===== src/rtl/codec_sport_slave.sv =====
module codec_sport_slave #(
  parameter int W = 16
) (
  input  logic         clk,
  input  logic         rst_n,
  input  logic         fsync,
  input  logic         dc_sel,
  input  logic         rx_bit,
  output logic         tx_bit,
  input  logic         smp_strobe,
  input  logic [W-1:0] smp_word,
  output logic [W-1:0] rx_data,
  output logic         rx_valid,
  output logic [W-1:0] ctrl_word,
  output logic         preamp_en,
  output logic         rd_done
);
  localparam int CW = $clog2(W);
  localparam logic [CW-1:0] LAST = CW'(W - 1);

  typedef enum logic [1:0] {ST_IDLE, ST_WAIT, ST_ARMED, ST_OUT} rd_st_t;

  rd_st_t        st;
  logic          active, is_ctrl, last_bit;
  logic [CW-1:0] cnt;
  logic [W-1:0]  rx_sh, tx_sh, smp_buf, word_in, next_tx;

  assign last_bit  = active && (cnt == LAST) && !fsync;
  assign word_in   = {rx_sh[W-2:0], rx_bit};
  assign next_tx   = (st == ST_ARMED) ? ctrl_word : smp_buf;
  assign tx_bit    = fsync ? next_tx[W-1] : tx_sh[W-1];
  assign preamp_en = ctrl_word[0];

  always_ff @(posedge clk) begin
    if (!rst_n) begin
      active <= 1'b0;
      cnt    <= '0;
      is_ctrl <= 1'b0;
      rx_sh  <= '0;
      tx_sh  <= '0;
    end else if (fsync) begin
      active  <= 1'b1;
      cnt     <= CW'(1);
      is_ctrl <= ~dc_sel;
      rx_sh   <= {{(W-1){1'b0}}, rx_bit};
      tx_sh   <= {next_tx[W-2:0], 1'b0};
    end else if (active) begin
      rx_sh <= word_in;
      tx_sh <= {tx_sh[W-2:0], 1'b0};
      cnt   <= cnt + CW'(1);
      if (cnt == LAST) active <= 1'b0;
    end
  end

  always_ff @(posedge clk) begin
    if (!rst_n) smp_buf <= '0;
    else if (smp_strobe) smp_buf <= smp_word;
  end

  always_ff @(posedge clk) begin
    if (!rst_n) begin
      rx_data  <= '0;
      rx_valid <= 1'b0;
    end else begin
      rx_valid <= last_bit && !is_ctrl;
      if (last_bit && !is_ctrl) rx_data <= word_in;
    end
  end

  always_ff @(posedge clk) begin
    if (!rst_n) ctrl_word <= '0;
    else if (last_bit && is_ctrl && !word_in[W-1]) ctrl_word <= word_in;
  end

  always_ff @(posedge clk) begin
    if (!rst_n) begin
      st      <= ST_IDLE;
      rd_done <= 1'b0;
    end else begin
      rd_done <= 1'b0;
      case (st)
        ST_IDLE:
          if (last_bit && is_ctrl && word_in[W-1] && !word_in[W-2]) st <= ST_WAIT;
        ST_WAIT:
          if (last_bit && is_ctrl && word_in[W-1] && word_in[W-2]) st <= ST_ARMED;
        ST_ARMED:
          if (fsync) st <= ST_OUT;
        default:
          if (last_bit) begin
            st      <= ST_IDLE;
            rd_done <= 1'b1;
          end
      endcase
    end
  end
endmodule



===== config.mk =====
export PLATFORM = sky130hd
export DESIGN_NAME = codec_sport_slave
export DESIGN_NICKNAME = d
export VERILOG_FILES = /design/src/rtl/codec_sport_slave.sv
export SDC_FILE = /design/constraint.sdc
export NUM_CORES = 1
export LEC_CHECK = 0
export BUFFER_PORTS_ARGS = -buffer_cell sky130_fd_sc_hd__buf_2
export CORE_MARGIN = 1.5
export CORE_UTILIZATION = 41
export DETAILED_ROUTE_END_ITERATION = 10
export PLACE_DENSITY_LB_ADDON = 0.25
export SYNTH_ARGS = -nofsm -noshare
export SYNTH_HDL_FRONTEND = slang
export SYNTH_SLANG_ARGS = --single-unit

===== constraint.sdc =====
create_clock -name clk -period 2.2 [get_ports clk]
set_input_delay 0 -clock clk [delete_from_list [all_inputs] [get_ports clk]]
set_output_delay 0 -clock clk [all_outputs]
set_load 0.03 [all_outputs]

==> flow_summary.yaml, run 1 <==
global_routing:
  grt_pass1_wl_um: 12600
  grt_max_degree: 47
  grt-ovfl-total: 0
  grt_pass1_vias: 2634
  grt_use_total_pct: 16.3
  antenna_found_initial: 0
routing:
  wl_um: 7600
  routedWlPerCell_um: 14.0
  drtPass1Iterations: 8
  drc_errors: 6
  vias: 2649
  drt-vias-per-instance: 4.88
  drtAntennaViolNets: 0
  drt_iter0_drc: 103
clock_tree:
  clk_pin_slew_ps: 80
  clockBufferDepth: 2
  numCtsBuffers: 9
  clkSinkCount: 88
  cts_resized: 0
  h-tree-depth: 3
  cts_root_buffer: "clkbuf_8"
  clk_latency_ps: 350
  cts_tree: "done"
yosys:
  syn_area_sq_um: 3770
  synth_fp_nets: 395
  synth.avg_cell_area_sq_um: 10.3
  synth_edf_count: 0
  synth_seq_cells: 88
  synth-main-ff-cell: "dfxtp_1"
  synthCells: 368
  synth_cell_type_count: 35
  synthArstFlopShare_pct: 0
  yosysWarnings: 0
  seq_area_frac_synth_pct: 46.7
critical_path:
  crit_end: "ctrl_word[9]"
  end_kind: "flop"
  critPathBufInv: 1
  critPathArrivalTime_ps: 2030
  required_ps: 2450
  worst_path_largest_cell_delay_ps: 380
  r2r_cells: 6
  reg2reg_slack_ps: 430
  slowest_stage: "dfxtp_1"
  crit_chain: "ha_1 -> nand4_4 -> nor4b_4 -> buf_4 -> mux2i_1 -> nor2b_1"
  rr_startpoint: "cnt[0]"
  reg2reg_to: "ctrl_word[9]"
  crit_family: "simple AND/OR/NAND/NOR gates"
  critPathLaunchType: "flop"
  criticalPathCategory: "flop to flop"
  worst-path-stages: 6
  critPathMaxFanout: 16
  crit_start: "cnt[0]"
floorplanning:
  fp.dieH_um: 99.0
  start_util_pct: 42.9
  core-area_sq_um: 8810
  num_rows: 34
  dieArea_sq_um: 9790
  die_w_um: 99.0
  pin_count: 58
timing:
  layout_min_cycle_time_ps: 1770
  rsz0062_at_grt: "no"
  worstMarginPinSlew_ps: 829
  timing.final.crit_share_pct: 80.6
  tns_ps: 0
  skew_ps: 8.88
  relSlewSlack_pct: 44.7
  drv_slew: 0
  setup_viol: 0
  hold_viol: 0
  fin_ws_ps: 427
  fmax_ghz: 0.564
worst_hold_path:
  worst_hold_path_type: "input port to flop"
power:
  p_total_mw: 3.34
  leakagePower_nw: 1.96
  peakVddDrop_v: 0.000316
  power.density_nw_per_um2: 740
place:
  port_buffers: 57
  pre_cts_ws_ps: 421
  dpl.hpwl_um: 5130
  gp_congestion: 0.774
run_status:
  status: "complete, but fails checks"
  violations: "design-rule violations"
layout:
  drive_gt1_share_pct: 21.8
  fin_nets: 457
  syn_to_final_growth_pct: 19.6
  nFillCells: 823
  antennaDiodeCount: 0
  final_cell_mix: "dfxtp_1, mux2i_1, buf_2, nand2_1, nor2b_1"
  final_common_cell: "dfxtp_1"
job:
  drv_cap: 0
-- worst reg2reg max path, cell delays in order (launching register included) --
cell     delay, ps
dfxtp_1        380
ha_1           250
nand4_4        160
nor4b_4        230
buf_4          340
mux2i_1        240
nor2b_1         60
-- worst min path at each step --
stage / slack (ps) / start / to / cells past startpoint
2_1_floorplan: 130 / rx_bit / rx_data[0] / 2
3_3_place_gp: 260 / smp_word[8] / smp_buf[8] / 3
3_5_place_dp: 270 / smp_word[4] / smp_buf[4] / 3
4_1_cts: 90 / rst_n / cnt[0] / 2
5_1_grt: 120 / rst_n / cnt[0] / 2
6_report: 90 / rst_n / cnt[0] / 2
-- where the power goes --
group          internal [mW]  switching (mW)  total [mW]
Clock                  0.900           0.552        1.45
Combinational          0.124           0.107       0.232
Sequential              1.63          0.0265        1.66
Total                   2.66           0.686        3.34
-- through the flow --
| step | utilization [%] | hold WS, ps | area [sq um] | std cells |
|---|---|---|---|---|
| 2_1_floorplan | - | 135 | 3770 | 368 |
| 3_3_place_gp | 46.2 | 257 | 4070 | 509 |
| 3_5_place_dp | 46.2 | 266 | 4070 | 509 |
| 4_1_cts | 51.3 | 90.3 | 4520 | 543 |
| 5_1_grt | 51.3 | 120 | 4520 | 543 |
| 6_report | 51.3 | 91.4 | 4520 | 543 |
-- sequential cells by signal, indices dropped and copies added, names as in the netlist --
name,count
active,1
rx_sh,15
st,2
rx_data,16
ctrl_word,16
rd_done,1
rx_valid,1
tx_sh,15
is_ctrl,1
cnt,4
smp_buf,16
-- cell usage after synthesis, drive strengths merged, types with 2 or more instances --
cell type / instances / area share [%]
nand2: 54 / 5.4
ha: 5 / 1.7
buf: 19 / 3.4
clkbuf: 10 / 1.0
nor3: 2 / 0.56
mux2: 15 / 4.5
inv: 3 / 0.30
a21boi: 17 / 3.4
mux2i: 64 / 17
nand2b: 2 / 0.33
dfxtp: 88 / 47
nor2b: 33 / 5.5
nand4: 2 / 0.73
o211a: 15 / 4.0
nor2: 23 / 2.3
a21oi: 3 / 0.40
xor2: 3 / 0.70
-- cell families after synthesis --
family / Yosys count / share of synthesized area [%]
AOI/OAI and AO/OA: 40 / 8.78
xor gates and xnor gates: 3 / 0.696
adders and majority gates: 5 / 1.66
buffers and inverters: 32 / 4.71
DFF: 88 / 46.7
muxes: 79 / 21.4
and+or+nand+nor: 121 / 16.0
-- layout make-up --
cell class                      count  area, sq um  area share (%)
Multi-Input combinational cell    248         1840            40.6
Sequential cell                    88         1760            39.0
Timing Repair Buffer               80          503            11.1
Clock buffer                       11          141            3.13
Tap cell                          108          135            2.99
Clock inverter                      5          128            2.83
Inverter                            3         11.3           0.249
-- what timing repair did --
action | CTS | global route
hold buffers | 18 | 0
setup buffers | 0 | 0
endpoints found under the hold margin | 20 | 0
-- layer usage --
metal / vias to the layer above / track usage [%] / wire [um] / part of all wire [%]
met5: - / 0 / 0 / 0
met4: 0 / 3.96 / 78 / 1.0
met3: 7 / 5.39 / 340 / 4.5
met2: 56 / 27.4 / 3570 / 47
met1: 1222 / 20.2 / 3620 / 48
li1: 1364 / - / - / -
Note: power is estimated with default switching activity, not from simulation.
==> run 2, diff against run 1 <==
==> constraint.sdc (replaced) <==
create_clock -name clk -period 1.57 [get_ports clk]
set_input_delay 0 -clock clk [delete_from_list [all_inputs] [get_ports clk]]
set_output_delay 0 -clock clk [all_outputs]
set_load 0.03 [all_outputs]
==> run 2 against run 1 <==
Compared with the run above:
- the run still ends with design-rule violations left
- cell count rose by 2.9%
- flip-flop and latch count is the same
- power is 26% higher
- worst setup slack lost 420 ps
- global-route usage grew 0.82 points
- clock skew hardly changed
- routed wire length is 3.9% higher
- combinational power grew 53%
- hold slack worse by 69 ps
- sequential power up 40%
- core utilization rose by 2.0 points
- via count grew 2.6%
==> flow_summary.yaml, run 2 (synthesized netlist as in run 1, its figures left out) <==
critical_path:
  r2r_cells: 7
  crit_family: "simple AND/OR/NAND/NOR gates"
  end_kind: "flop"
  critPathMaxFanout: 8
  criticalPathCategory: "flop to flop"
  critPathLaunchType: "flop"
  reg2reg_slack_ps: 5
  required_ps: 1830
  reg2reg_to: "ctrl_word[0]"
  worst_path_largest_cell_delay_ps: 360
  crit_chain: "ha_4 -> nand4_4 -> nor4b_4 -> buf_4 -> clkbuf_16 -> mux2i_2 -> nor2b_1"
  rr_startpoint: "cnt[0]"
  critPathArrivalTime_ps: 1820
  slowest_stage: "dfxtp_2"
  critPathBufInv: 2
routing:
  drc_errors: 4
  drt-vias-per-instance: 4.86
  routedWlPerCell_um: 14.1
  drt_iter0_drc: 73
  drtPass1Iterations: 7
  drtAntennaViolNets: 0
  wl_um: 7900
  vias: 2717
floorplanning:
  start_util_pct: 42.9
  fp.dieH_um: 99.0
  num_rows: 34
  pin_count: 58
  die_w_um: 99.0
  dieArea_sq_um: 9790
  core-area_sq_um: 8810
layout:
  drive_gt1_share_pct: 27.1
  final_cell_mix: "dfxtp_1, mux2i_1, buf_2, nand2_1, nor2b_1"
  syn_to_final_growth_pct: 24.4
  antennaDiodeCount: 0
  reg.largest.list: "ctrl_word x16, rx_data x16, smp_buf x16"
  final_common_cell: "dfxtp_1"
  nFillCells: 813
  fin_nets: 473
timing:
  layout_min_cycle_time_ps: 1560
  fmax_ghz: 0.639
  worst_hold_slack_ps: 22.3
  hold_viol: 0
  setup_viol: 0
  timing.final.crit_share_pct: 99.7
  rsz0062_at_grt: "yes"
  fin_ws_ps: 5.37
  relSlewSlack_pct: 64.2
  skew_ps: 9.37
  worstMarginPinSlew_ps: 538
  drv_slew: 0
global_routing:
  grt_use_total_pct: 17.1
  antenna_found_initial: 0
  grt_max_degree: 37
  grt-ovfl-total: 0
  grt_pass1_wl_um: 13300
  grt_pass1_vias: 2743
worst_hold_path:
  hp-start: "fsync"
  hold_depth: 3
  worst_hold_path_type: "input port to flop"
  holdPathEnd: "active"
clock_tree:
  clkSinkCount: 88
  clk_pin_slew_ps: 80
  cts_tree: "done"
  clk_latency_ps: 360
  h-tree-depth: 3
  numCtsBuffers: 9
  clockBufferDepth: 2
  cts_root_buffer: "clkbuf_8"
power:
  p_sw_mw: 0.969
  clkPwrFrac_pct: 36.8
  share_seq_of_total_power_pct: 54.9
  power.density_nw_per_um2: 900
  p_comb_share_pct: 8.4
  swShare_pct: 22.9
  cellInternalPower_mw: 3.26
  peakVddDrop_v: 0.000524
  leakagePower_nw: 2.05
run_status:
  violations: "design-rule violations"
  status: "complete, but fails checks"
place:
  port_buffers: 57
  dpl.hpwl_um: 5290
  pre_cts_ws_ps: -16.6
  gp_congestion: 0.677
job:
  drv_cap: 0
==> run 2: what timing repair did <==
item	4_1_cts	5_1_grt
setup endpoints to repair	16	18
resized for setup	10	5
cloned	1	0
hold buffers	18	0
setup buffers	1	4
pin swaps	1	2
endpoints found under the hold margin	20	0
==> run 2: worst max-delay path by stage <==
stage | endpoint | cells after the start | from | slack, ps
after detailed placement | ctrl_word[7] | 6 | cnt[1] | -20
after floorplan | ctrl_word[10] | 7 | cnt[0] | 10
after CTS | st[0] | 6 | st[0] | 6
after global routing | ctrl_word[0] | 7 | cnt[0] | -80
final | ctrl_word[0] | 7 | cnt[0] | 5
after global placement | ctrl_word[9] | 6 | cnt[1] | 60
==> run 2: per-layer routing <==
layer	track usage, %	part of all wire [%]
met5	0	0
met3	4.33	4.0
met1	21.4	48
met4	5.27	1.2
met2	29.0	47
==> run 2: through the flow <==
stage	instances	total power [mW]	TNS, ps	util (%)	instance area (sq um)
3_3_place_gp	520	2.68	0	47.8	4210
5_1_grt	559	4.39	-708	53.3	4700
2_1_floorplan	368	2.60	0	-	3780
3_5_place_dp	520	2.69	-26.9	47.8	4210
6_report	559	4.23	0	53.3	4700
4_1_cts	556	4.29	0	53.0	4660
==> run 2: cell type report <==
type / count / area (sq um) / share of cell area (%)
clock buffer: 11 / 141 / 3.01
tap: 108 / 135 / 2.88
timing repair buffer: 96 / 704 / 15.0
multi-input combinational: 248 / 1880 / 40.0
clock inverter: 5 / 56.3 / 1.20
inverter: 3 / 11.3 / 0.240
sequential: 88 / 1770 / 37.7
==> run 2: power by group through the flow <==
stage | clock network (mW) | registers (mW) | logic, mW
after floorplan | 0 | 2.36 | 0.238
after global placement | 0 | 2.37 | 0.310
after detailed placement | 0 | 2.37 | 0.317
after CTS | 1.61 | 2.32 | 0.356
after global routing | 1.68 | 2.33 | 0.391
final | 1.55 | 2.32 | 0.354
==> run 2: worst min-delay path: stages <==
cell and delay [ps]:
buf_2 180, a21oi_1 60, nor2b_1 90
==> run 3, diff against run 2 <==
--- a/config.mk
+++ b/config.mk
@@ -7,9 +7,11 @@
 export LEC_CHECK = 0
 export BUFFER_PORTS_ARGS = -buffer_cell sky130_fd_sc_hd__buf_2
 export CORE_MARGIN = 1.5
-export CORE_UTILIZATION = 41
+export CORE_UTILIZATION = 25
 export DETAILED_ROUTE_END_ITERATION = 10
 export PLACE_DENSITY_LB_ADDON = 0.25
+export REMOVE_ABC_BUFFERS = 1
+export SLEW_MARGIN = 15
 export SYNTH_ARGS = -nofsm -noshare
 export SYNTH_HDL_FRONTEND = slang
 export SYNTH_SLANG_ARGS = --single-unit
==> run 3 against run 2 <==
Compared with the run above:
- the flow still finishes with violations (design-rule violations)
- cell area up 3.8%
- global-route usage shrank 5.1 points
- clock skew is 6.5 ps lower
- first-iteration DRC count increased by 60%
- worst setup slack about the same
- combinational power up 3%
==> flow_summary.yaml, run 3 (synthesized netlist as in run 1, its figures left out) <==
timing:
  drv_slew: 0
  skew_ps: 2.87
  relSlewSlack_pct: 58.8
  worstMarginPinSlew_ps: 618
  fmax_ghz: 0.639
  tns_ps: 0
  hold_viol: 0
  layout_min_cycle_time_ps: 1560
  worst_hold_slack_ps: 19.2
  timing.final.crit_share_pct: 99.7
  setup_viol: 0
  rsz0062_at_grt: "yes"
critical_path:
  critPathMaxFanout: 8
  crit_start: "cnt[0]"
  critPathBufInv: 2
  slowest_stage: "dfxtp_2"
  end_kind: "flop"
  critPathLaunchType: "flop"
  rr_startpoint: "cnt[0]"
  worst_path_largest_cell_delay_ps: 350
  critPathArrivalTime_ps: 1790
  required_ps: 1800
  crit_chain: "ha_4 -> nand4_4 -> nor4b_4 -> buf_4 -> clkbuf_16 -> mux2i_1 -> nor2b_1"
  crit_family: "simple AND/OR/NAND/NOR gates"
  criticalPathCategory: "flop to flop"
layout:
  nFillCells: 1554
  final_cells: 638
  syn_to_final_growth_pct: 29.1
  reg.largest.list: "ctrl_word x16, rx_data x16, smp_buf x16"
  drive_gt1_share_pct: 27.3
  final_core_util_pct: 33.3
  seqCellArea_sq_um: 1770
  final_common_cell: "dfxtp_1"
  fin_nets: 480
  antennaDiodeCount: 0
  multiInputGateArea_sq_um: 1870
  final_cell_mix: "dfxtp_1, mux2i_1, buf_2, nand2_1, nor2b_1"
global_routing:
  antenna_found_initial: 0
  grt-ovfl-total: 0
  grt_use_total_pct: 12.0
  grt_pass1_vias: 2664
  grt_max_degree: 37
  grt_pass1_wl_um: 14700
routing:
  vias: 2753
  routedWlPerCell_um: 14.5
  wl_um: 9220
  drt-vias-per-instance: 4.32
  drtPass1Iterations: 9
  drc_errors: 3
  drt_iter0_drc: 117
  drtAntennaViolNets: 0
worst_hold_path:
  hp-start: "rst_n"
  worst_hold_path_type: "input port to flop"
power:
  leakagePower_nw: 2.10
  swShare_pct: 22.2
  p_sw_mw: 1.02
  p_total_mw: 4.58
  p_comb_share_pct: 8.0
  peakVddDrop_v: 0.000454
  share_seq_of_total_power_pct: 50.7
  power.density_nw_per_um2: 941
  clkPwrFrac_pct: 41.3
  cellInternalPower_mw: 3.56
clock_tree:
  cts_tree: "done"
  clkSinkCount: 88
  h-tree-depth: 3
  clk_pin_slew_ps: 60
  clockBufferDepth: 2
  clk_latency_ps: 330
  cts_root_buffer: "clkbuf_16"
  numCtsBuffers: 9
place:
  port_buffers: 57
  dp_cells: 602
  dpl.hpwl_um: 6170
  gp_congestion: 0.691
floorplanning:
  core-area_sq_um: 14600
  start_util_pct: 25.8
  die_w_um: 126
  pin_count: 58
  dieArea_sq_um: 15800
  num_rows: 44
  fp.dieH_um: 126
run_status:
  status: "complete, but fails checks"
  violations: "design-rule violations"
job:
  drv_cap: 0
run 3: worst reg2reg max path: stages, from the launching register on:
cell	delay, ps
dfxtp_2	350
ha_4	160
nand4_4	120
nor4b_4	260
buf_4	170
clkbuf_16	160
mux2i_1	190
nor2b_1	60
run 3: stage by stage:
stage	worst slack, ps	cell area (sq um)
final	5.41	4870
after global routing	-60.6	4870
after CTS	5.95	4800
after detailed placement	-7.92	4330
after global placement	33.1	4330
after floorplan	-1230	3610
run 3: repair_timing:
item / in CTS / in global routing
resized for setup: 10 / 6
hold buffers: 18 / 0
pin swaps: 0 / 1
cloned: 0 / 1
endpoints found under the hold margin: 20 / 0
setup endpoints to repair: 19 / 25
buffers inserted: 0 / 5
run 3: final timing paths:
kind / endpoint / slack [ps] / cells past startpoint
hold / removal: tx_sh[8] / 20 / 2
setup / recovery: ctrl_word[14] / 5 / 7
hold reg to reg: ctrl_word[15] / 450 / 2
setup reg to reg: ctrl_word[14] / 5 / 7
run 3: power by group through the flow:
| stage | sequential [mW] | combinational [mW] | clock, mW |
|---|---|---|---|
| final | 2.33 | 0.366 | 1.89 |
| after global routing | 2.33 | 0.407 | 2.07 |
| after CTS | 2.33 | 0.371 | 1.97 |
| after detailed placement | 2.37 | 0.332 | 0 |
| after global placement | 2.37 | 0.324 | 0 |
| after floorplan | 2.38 | 0.168 | 0 |
run 3: area by class of cell:
class                      count  share of cell area (%)
tap                          184                    4.73
timing repair buffer         103                    15.3
sequential                    88                    36.3
clock inverter                 2                   0.205
multi-input combinational    248                    38.4
inverter                       3                   0.231
clock buffer                  10                    4.90
run 3: routing by layer:
| metal | GRT usage [%] | vias up | routed length, um |
|---|---|---|---|
| met5 | 0 | - | 0 |
| met4 | 3.72 | 0 | 108 |
| met3 | 3.40 | 7 | 328 |
| met2 | 19.0 | 45 | 4130 |
| met1 | 15.9 | 1290 | 4660 |
| li1 | - | 1411 | - |
